===== src/rtl/arpwm_timer.sv =====
module arpwm_timer #(
  parameter int PRE_W = 7
) (
  input  logic       clk,
  input  logic       rst_n,
  input  logic       ext_clk,
  input  logic       pwm_pol,
  input  logic       bus_wr,
  input  logic       bus_rd,
  input  logic [1:0] bus_addr,
  input  logic [7:0] bus_wdata,
  output logic [7:0] bus_rdata,
  output logic       irq,
  output logic       pwm_out
);
  localparam logic [1:0] A_CTRL = 2'd0;
  localparam logic [1:0] A_CNT  = 2'd1;
  localparam logic [1:0] A_RLD  = 2'd2;
  localparam logic [1:0] A_DUTY = 2'd3;

  logic             src_sel, run, ovf_ie, ovf;
  logic [2:0]       div_code;
  logic [7:0]       cnt, rld, duty_buf, duty_act;
  logic [PRE_W-1:0] pre, pre_mask;
  logic [2:0]       ext_sync;

  wire wr_ctrl  = bus_wr && bus_addr == A_CTRL;
  wire wr_cnt   = bus_wr && bus_addr == A_CNT;
  wire rd_ctrl  = bus_rd && bus_addr == A_CTRL;
  wire force_ld = wr_ctrl && bus_wdata[2];

  wire ext_rise = ext_sync[1] & ~ext_sync[2];
  wire src_tick = src_sel ? ext_rise : 1'b1;
  assign pre_mask = ~({PRE_W{1'b1}} << div_code);
  wire step     = run && src_tick && ((pre & pre_mask) == pre_mask);
  wire cnt_wrap = step && cnt == 8'hFF && !force_ld && !wr_cnt;
  wire [7:0] cnt_nx = cnt + 8'd1;

  assign irq = ovf & ovf_ie;

  always_ff @(posedge clk or negedge rst_n)
    if (!rst_n) ext_sync <= '0;
    else        ext_sync <= {ext_sync[1:0], ext_clk};

  always_ff @(posedge clk or negedge rst_n)
    if (!rst_n) begin
      src_sel  <= 1'b0;
      div_code <= '0;
      run      <= 1'b0;
      ovf_ie   <= 1'b0;
    end else if (wr_ctrl) begin
      src_sel  <= bus_wdata[7];
      div_code <= bus_wdata[6:4];
      run      <= bus_wdata[3];
      ovf_ie   <= bus_wdata[1];
    end

  always_ff @(posedge clk or negedge rst_n)
    if (!rst_n) begin
      rld      <= '0;
      duty_buf <= '0;
    end else if (bus_wr) begin
      if (bus_addr == A_RLD)  rld      <= bus_wdata;
      if (bus_addr == A_DUTY) duty_buf <= bus_wdata;
    end

  always_ff @(posedge clk or negedge rst_n)
    if (!rst_n)                pre <= '0;
    else if (force_ld)         pre <= '0;
    else if (run && src_tick)  pre <= pre + 1'b1;

  always_ff @(posedge clk or negedge rst_n)
    if (!rst_n)        cnt <= '0;
    else if (force_ld) cnt <= rld;
    else if (wr_cnt)   cnt <= bus_wdata;
    else if (cnt_wrap) cnt <= rld;
    else if (step)     cnt <= cnt_nx;

  always_ff @(posedge clk or negedge rst_n)
    if (!rst_n)        ovf <= 1'b0;
    else if (cnt_wrap) ovf <= 1'b1;
    else if (rd_ctrl)  ovf <= 1'b0;

  always_ff @(posedge clk or negedge rst_n)
    if (!rst_n) begin
      pwm_out  <= 1'b0;
      duty_act <= '0;
    end else if (force_ld || cnt_wrap) begin
      pwm_out  <= pwm_pol;
      duty_act <= duty_buf;
    end else if (step && !wr_cnt && cnt_nx == duty_act) begin
      pwm_out  <= ~pwm_pol;
    end

  always_comb
    case (bus_addr)
      A_CTRL:  bus_rdata = {src_sel, div_code, run, 1'b0, ovf_ie, ovf};
      A_CNT:   bus_rdata = cnt;
      A_RLD:   bus_rdata = rld;
      default: bus_rdata = duty_buf;
    endcase

  AST_EXT_IDLE: assert property (@(posedge clk) disable iff (!rst_n)
    run && src_sel && !ext_rise && !force_ld |=> pre == $past(pre));
  AST_FROZEN_CNT: assert property (@(posedge clk) disable iff (!rst_n)
    !run && !bus_wr |=> $stable(cnt) && $stable(pre));
  AST_FORCE_LOAD: assert property (@(posedge clk) disable iff (!rst_n)
    force_ld |=> cnt == $past(rld) && pre == '0);
  AST_WRAP_RELOAD: assert property (@(posedge clk) disable iff (!rst_n)
    cnt_wrap |=> cnt == $past(rld) && ovf);
  AST_CLR_ON_READ: assert property (@(posedge clk) disable iff (!rst_n)
    rd_ctrl && !cnt_wrap |=> !ovf);
  AST_PWM_AT_RELOAD: assert property (@(posedge clk) disable iff (!rst_n)
    cnt_wrap |=> pwm_out == $past(pwm_pol));
endmodule


===== config.mk =====
export PLATFORM = sky130hd
export DESIGN_NAME = arpwm_timer
export DESIGN_NICKNAME = d
export VERILOG_FILES = /design/src/rtl/arpwm_timer.sv
export SDC_FILE = /design/constraint.sdc
export NUM_CORES = 1
export LEC_CHECK = 0
export ABC_AREA = 1
export BUFFER_PORTS_ARGS = -buffer_cell sky130_fd_sc_hd__buf_4
export CAP_MARGIN = 0
export CORE_ASPECT_RATIO = 0.7
export CORE_MARGIN = 2
export CORE_UTILIZATION = 27
export DETAILED_ROUTE_END_ITERATION = 7
export GPL_ROUTABILITY_DRIVEN = 0
export GPL_TIMING_DRIVEN = 0
export HOLD_SLACK_MARGIN = 0.08
export PLACE_DENSITY = 0.55
export SYNTH_ARGS = -nofsm -noshare
export SYNTH_HDL_FRONTEND = slang
export SYNTH_SLANG_ARGS = --single-unit

===== constraint.sdc =====
create_clock -name clk -period 1.5 [get_ports clk]
set_input_delay 0.15 -clock clk [delete_from_list [all_inputs] [get_ports clk]]
set_output_delay 0.15 -clock clk [all_outputs]
set_load 0.005 [all_outputs]

==> Word-level counts from Yosys, hierarchy flattened <==
Cells that the tools add are included.
{ "totals": {"mem_bits_rw": 0, "reg_bits": 50, "wordCells": 60, "n_memories": 0, "input_bits": 16, "mem_bits_ro": 0, "latchBits": 0, "output_inout_bits": 10} }
{ "classes": {"bitwise_logic": 6, "n_eq_ne": 6, "n_mul": 0, "reduce_logical": 21, "div_mod_pow": 0, "n_mux": 12, "shift": 1, "order_cmp": 0, "n_addsub": 2} }
{ "ops": {"columns": ["operator", "count"], "rows": [
  ["8-bit two-way mux", 4],
  ["8-bit case mux with 3 select lines", 1],
  ["7-bit two-way mux", 2],
  ["1-bit logical AND", 11],
  ["8-bit by 1-bit adder with 8-bit output (second input constant)", 1],
  ["8-bit equality test", 1],
  ["8-bit equality test (second input constant)", 1],
  ["7-bit by 1-bit adder with 7-bit output (second input constant)", 1],
  ["7-bit bitwise AND", 1],
  ["7-bit equality test", 1],
  ["7-bit NOT", 1],
  ["7-bit by 3-bit left shift with 7-bit output (first input constant)", 1],
  ["2-bit nonzero test", 3],
  ["1-bit two-way mux", 5],
  ["2-bit equality test (second input constant)", 2],
  ["2-bit AND reduction", 2],
  ["4-bit nonzero test", 1],
  ["1-bit bitwise AND", 2],
  ["2-bit by 1-bit equality test with 1-bit output (second input constant)", 1],
  ["1-bit logical NOT", 2],
  ["2-bit logical NOT", 1],
  ["1-bit NOT", 2],
  ["1-bit logical OR", 1]
]} }

==> Longest topological paths before layout <==
{ "depth": {"word_depth": 11, "ltp_mapped": 13, "depth_no_buf": 13} }

==> Worst setup path after synthesis <==
Ideal clock, no wire load.
{ "synth_timing": {"kind": "flip-flop to flip-flop", "start": "register cnt[0]", "end": "register duty_act[5]", "setup_ns": 0.074, "t_arrival_ns": 1.578, "path_slack_ns": -0.152, "n_path_buf": 1, "stages_incl_launch_ff": 13, "required_time_ns": 1.426, "synth_period_minus_slack_ns": 1.652, "cell_sequence": "dfrtp_1 -> ha_1 -> nand2_2 -> nor2_2 -> nand3_2 -> clkinv_1 -> nand3_4 -> nor2_4 -> nor2_4 -> inv_4 -> buf_6 -> nand2_2 -> o21ai_2"} }
{ "synth_between": {"elab_chain_len": 5} }
{ "synth_lines": {"columns": ["item", "line", "rtl"], "rows": [
  ["from (decl)", "23", "logic [7:0] cnt, rld, duty_buf, duty_act;"],
  ["from (signal assigned)", "74", "else if (force_ld) cnt <= rld;"],
  ["from (signal assigned)", "75", "else if (wr_cnt) cnt <= bus_wdata;"],
  ["from (signal assigned)", "76", "else if (cnt_wrap) cnt <= rld;"],
  ["8-bit equality test", "36", "wire cnt_wrap = step && cnt == 8'hFF && !force_ld && !wr_cnt;"],
  ["1-bit logical AND (3 in series)", "36", null],
  ["1-bit logical OR", "88", "end else if (force_ld || cnt_wrap) begin"],
  ["to (signal assigned)", "90", "duty_act <= duty_buf;"],
  ["to (decl)", "23", null]
]} }
No other way between the ends.
A chain may end at the register's enable or synchronous reset.

==> Final worst setup path <==
{ "layout_timing": {"start": "register cnt[0]", "end": "register duty_act[6]"} }
Same word-level chain as after synthesis.

==> impl_metrics.py <==
metrics = {
    "place": {
        "place_inst": 550,
        "hpwl_um": 6310,
        "io_buffers": 25,
    },
    "cts": {
        "numCtsBuffers": 5,
        "root_buffer": "clkbuf_16",
        "cts_tree": "built",
        "htreeDepth": 2,
        "cts.reportedPaths.clkPinSlew_ns": 0.07,
        "clockBufferDepth": 2,
        "clock_latency_ns": 0.30,
        "cts_num_sinks": 50,
    },
    "synthesis": {
        "syn_area_per_cell_um2": 7.37,
        "synth_edf_count": 0,
        "netlist_instances": 393,
        "yosysWarnings": 0,
        "synth_area_um2": 2900,
        "synth-main-ff-cell": "dfrtp_1",
        "ys_ff_latch": 50,
        "async_flop_share_pct": 100,
        "synth_cell_types": 36,
        "synth_seq_area_share_pct": 43.2,
        "synth.net_count": 411,
    },
    "sta": {
        "maxSlewViolCount": 0,
        "period_share_pct": 117,
        "setup_viol_count_final": 17,
        "fin_ws_ns": -0.248,
        "min_period_ns": 1.75,
        "skew_ns": 0.00304,
        "hold_viol_final": 0,
        "worst_hold_slack_ns": 0.112,
        "relSlewSlack_pct": 55.8,
        "rsz0062_at_grt": "true",
        "tns_ns": -3.38,
        "tightest_slew_ns": 0.663,
        "fmaxAchievable_ghz": 0.572,
    },
    "layout": {
        "layout_commonest_cell": "nand2_1",
        "layout_common_cells": "115 x nand2_1, 47 x inv_1, 46 x dfrtp_1",
        "antennaDiodeCount": 0,
        "drive_gt1_share_pct": 28.1,
        "fin_cells": 577,
        "area_delta_synth_final_pct": 31.7,
        "final_core_util_pct": 36.7,
        "finalNetCount": 462,
    },
    "global_route": {
        "grt_pass1_wl_um": 13700,
        "gr-usage-met3_pct": 3.50,
        "grt_overflow": 0,
        "antenna_found_initial": 0,
        "grtUsageMet1_pct": 24.6,
        "grt_max_degree": 51,
        "gr-usage-met2_pct": 19.4,
        "grt_busiest_layer": "met1",
        "grt_use_total_pct": 15.1,
        "grt_pass1_vias": 2556,
    },
    "routing": {
        "via_count": 2743,
        "drc": 0,
        "first_pass_iters": 5,
        "ant_nets": 0,
        "finalWirelength_um": 8380,
        "wl_per_cell_um": 14.5,
        "avgViaCountPerCell": 4.75,
        "dr.first_iter.drc_count": 207,
    },
    "worst_setup_path": {
        "critPathKind": "flop to flop",
        "rr_startpoint": "cnt[0]",
        "r2r_cells": 12,
        "r2r_end": "duty_act[6]",
        "critPathCapture": "duty_act[6]",
        "critPathLaunchType": "flop",
        "end_kind": "flop",
        "required_ns": 1.69,
        "r2r_slack_ns": -0.25,
        "cp_max_fo": 7,
        "worst_ep_arrival_time_ns": 1.94,
        "crit_start": "cnt[0]",
    },
    "status": {
        "status": "finished, violations left",
        "violations": "negative setup slack",
    },
    "floorplanning": {
        "core-area_um2": 10400,
        "die_x_um": 128,
        "die_y_um": 90.7,
        "row_count": 31,
        "die_area_um2": 11600,
        "pin_count": 26,
        "initial_utilization_pct": 27.9,
    },
    "power": {
        "p_total_mw": 5.38,
        "internal-power_mw": 3.30,
        "comb_power_share_pct": 37.2,
        "power_density_nw_per_um2": 1410,
        "power_frac_seq_pct": 38.2,
        "vdd_drop_max_uv": 557,
        "pwr-share-clk_pct": 24.6,
        "p_switching_mw": 2.08,
        "power_leakage_nw": 1.87,
        "switching_share_pct": 38.6,
    },
    "run": {
        "drv_cap": 0,
    },
    "min_path": {
        "holdCritPathClass": "input pin to flop",
        "hold_start": "bus_rd",
    },
}
flip-flops by register name, indices dropped and copies added (netlist names):
signal / flops
rld: 8
ovf_ie: 1
run: 1
div_code: 3
duty_act: 8
src_sel: 1
ext_sync: 3
pre: 7
ovf: 1
duty_buf: 8
cnt: 8
pwm_out: 1
area by class of cell:
class,instances,area (um^2)
Buffer,6,41.3
Clock buffer,6,129
Clock inverter,2,37.5
Fill cell,1100,6580
Inverter,55,216
Multi-Input combinational cell,281,1590
Sequential cell,50,1260
Tap cell,132,165
Timing Repair Buffer,45,379
critical path: stages (launching register included):
cell and delay, ns:
dfrtp_1 0.42, ha_4 0.19, nand2_4 0.10, nor2_4 0.05, nand3_4 0.07, clkinv_4 0.07
nand3_4 0.09, nor2_4 0.05, nor2_4 0.18, clkinv_4 0.14, buf_12 0.17, nand2_4 0.05
o21ai_2 0.04
through the flow:
stage          cell area, um^2  setup slack, ns
2_1_floorplan             2910          -0.0900
3_3_place_gp              3260           -0.400
3_5_place_dp              3260           -0.451
4_1_cts                   3620           -0.220
5_1_grt                   3820           -0.345
6_report                  3820           -0.248
cells in the mapped netlist, types with 4 or more instances:
cell type	count	share of area, %
nor2_4	5	1.9
o21ai_2	7	2.1
a21oi_1	14	2.4
o22ai_1	4	0.86
nor2_1	23	3.0
inv_1	51	6.6
nand2_1	133	17
dfrtp_1	50	43
nand2_2	6	1.3
o21ai_0	39	6.7
clkbuf_1	4	0.52
nand3_1	22	3.8
o2111ai_1	4	1.2
cell families (layout without fill, tap and decap cells):
logic type                 count (synthesis)  in the layout  synth area share, %
adders and majority gates                  2              2                0.864
buffers and inverters                     62            114                 8.47
AOI/OAI and AO/OA                         77             77                 15.7
and+or+nand+nor                          201            201                 31.4
DFF                                       50             50                 43.2
xor gates and xnor gates                   1              1                0.302
power groups by stage:
stage	Combinational (mW)	Sequential [mW]	Clock (mW)
floorplan	1.17	1.92	0
global placement	1.59	2.01	0
detailed placement	1.63	2.03	0
CTS	1.86	2.02	1.36
global route	2.28	2.11	1.39
finish	2.00	2.05	1.32
metal layers:
| metal | vias up | wire length (um) | part of all wire, % |
|---|---|---|---|
| met4 | 0 | 90 | 1.1 |
| met2 | 73 | 3300 | 39 |
| met5 | - | 0 | 0 |
| met1 | 1295 | 4520 | 54 |
| met3 | 8 | 471 | 5.6 |
| li1 | 1367 | - | - |
worst min path at each step:
stage,end,slack [ns],depth (start not counted)
final,ovf,0.11,4
after global routing,ovf,0.15,4
after CTS,ovf,0.09,4
after detailed placement,ovf_ie,0.24,1
after global placement,pre[5],0.24,1
after floorplan,cnt[0],-0.15,0
timing repair:
| action | in CTS | in global routing |
|---|---|---|
| hold endpoints to repair | 51 | 0 |
| cloned | 0 | 1 |
| setup buffers | 11 | 6 |
| hold buffers | 2 | 0 |
| pin swaps | 5 | 12 |
| gates resized for setup | 25 | 45 |
| endpoints found under the setup margin | 26 | 35 |
No activity file was read; power rests on OpenSTA's default activity.
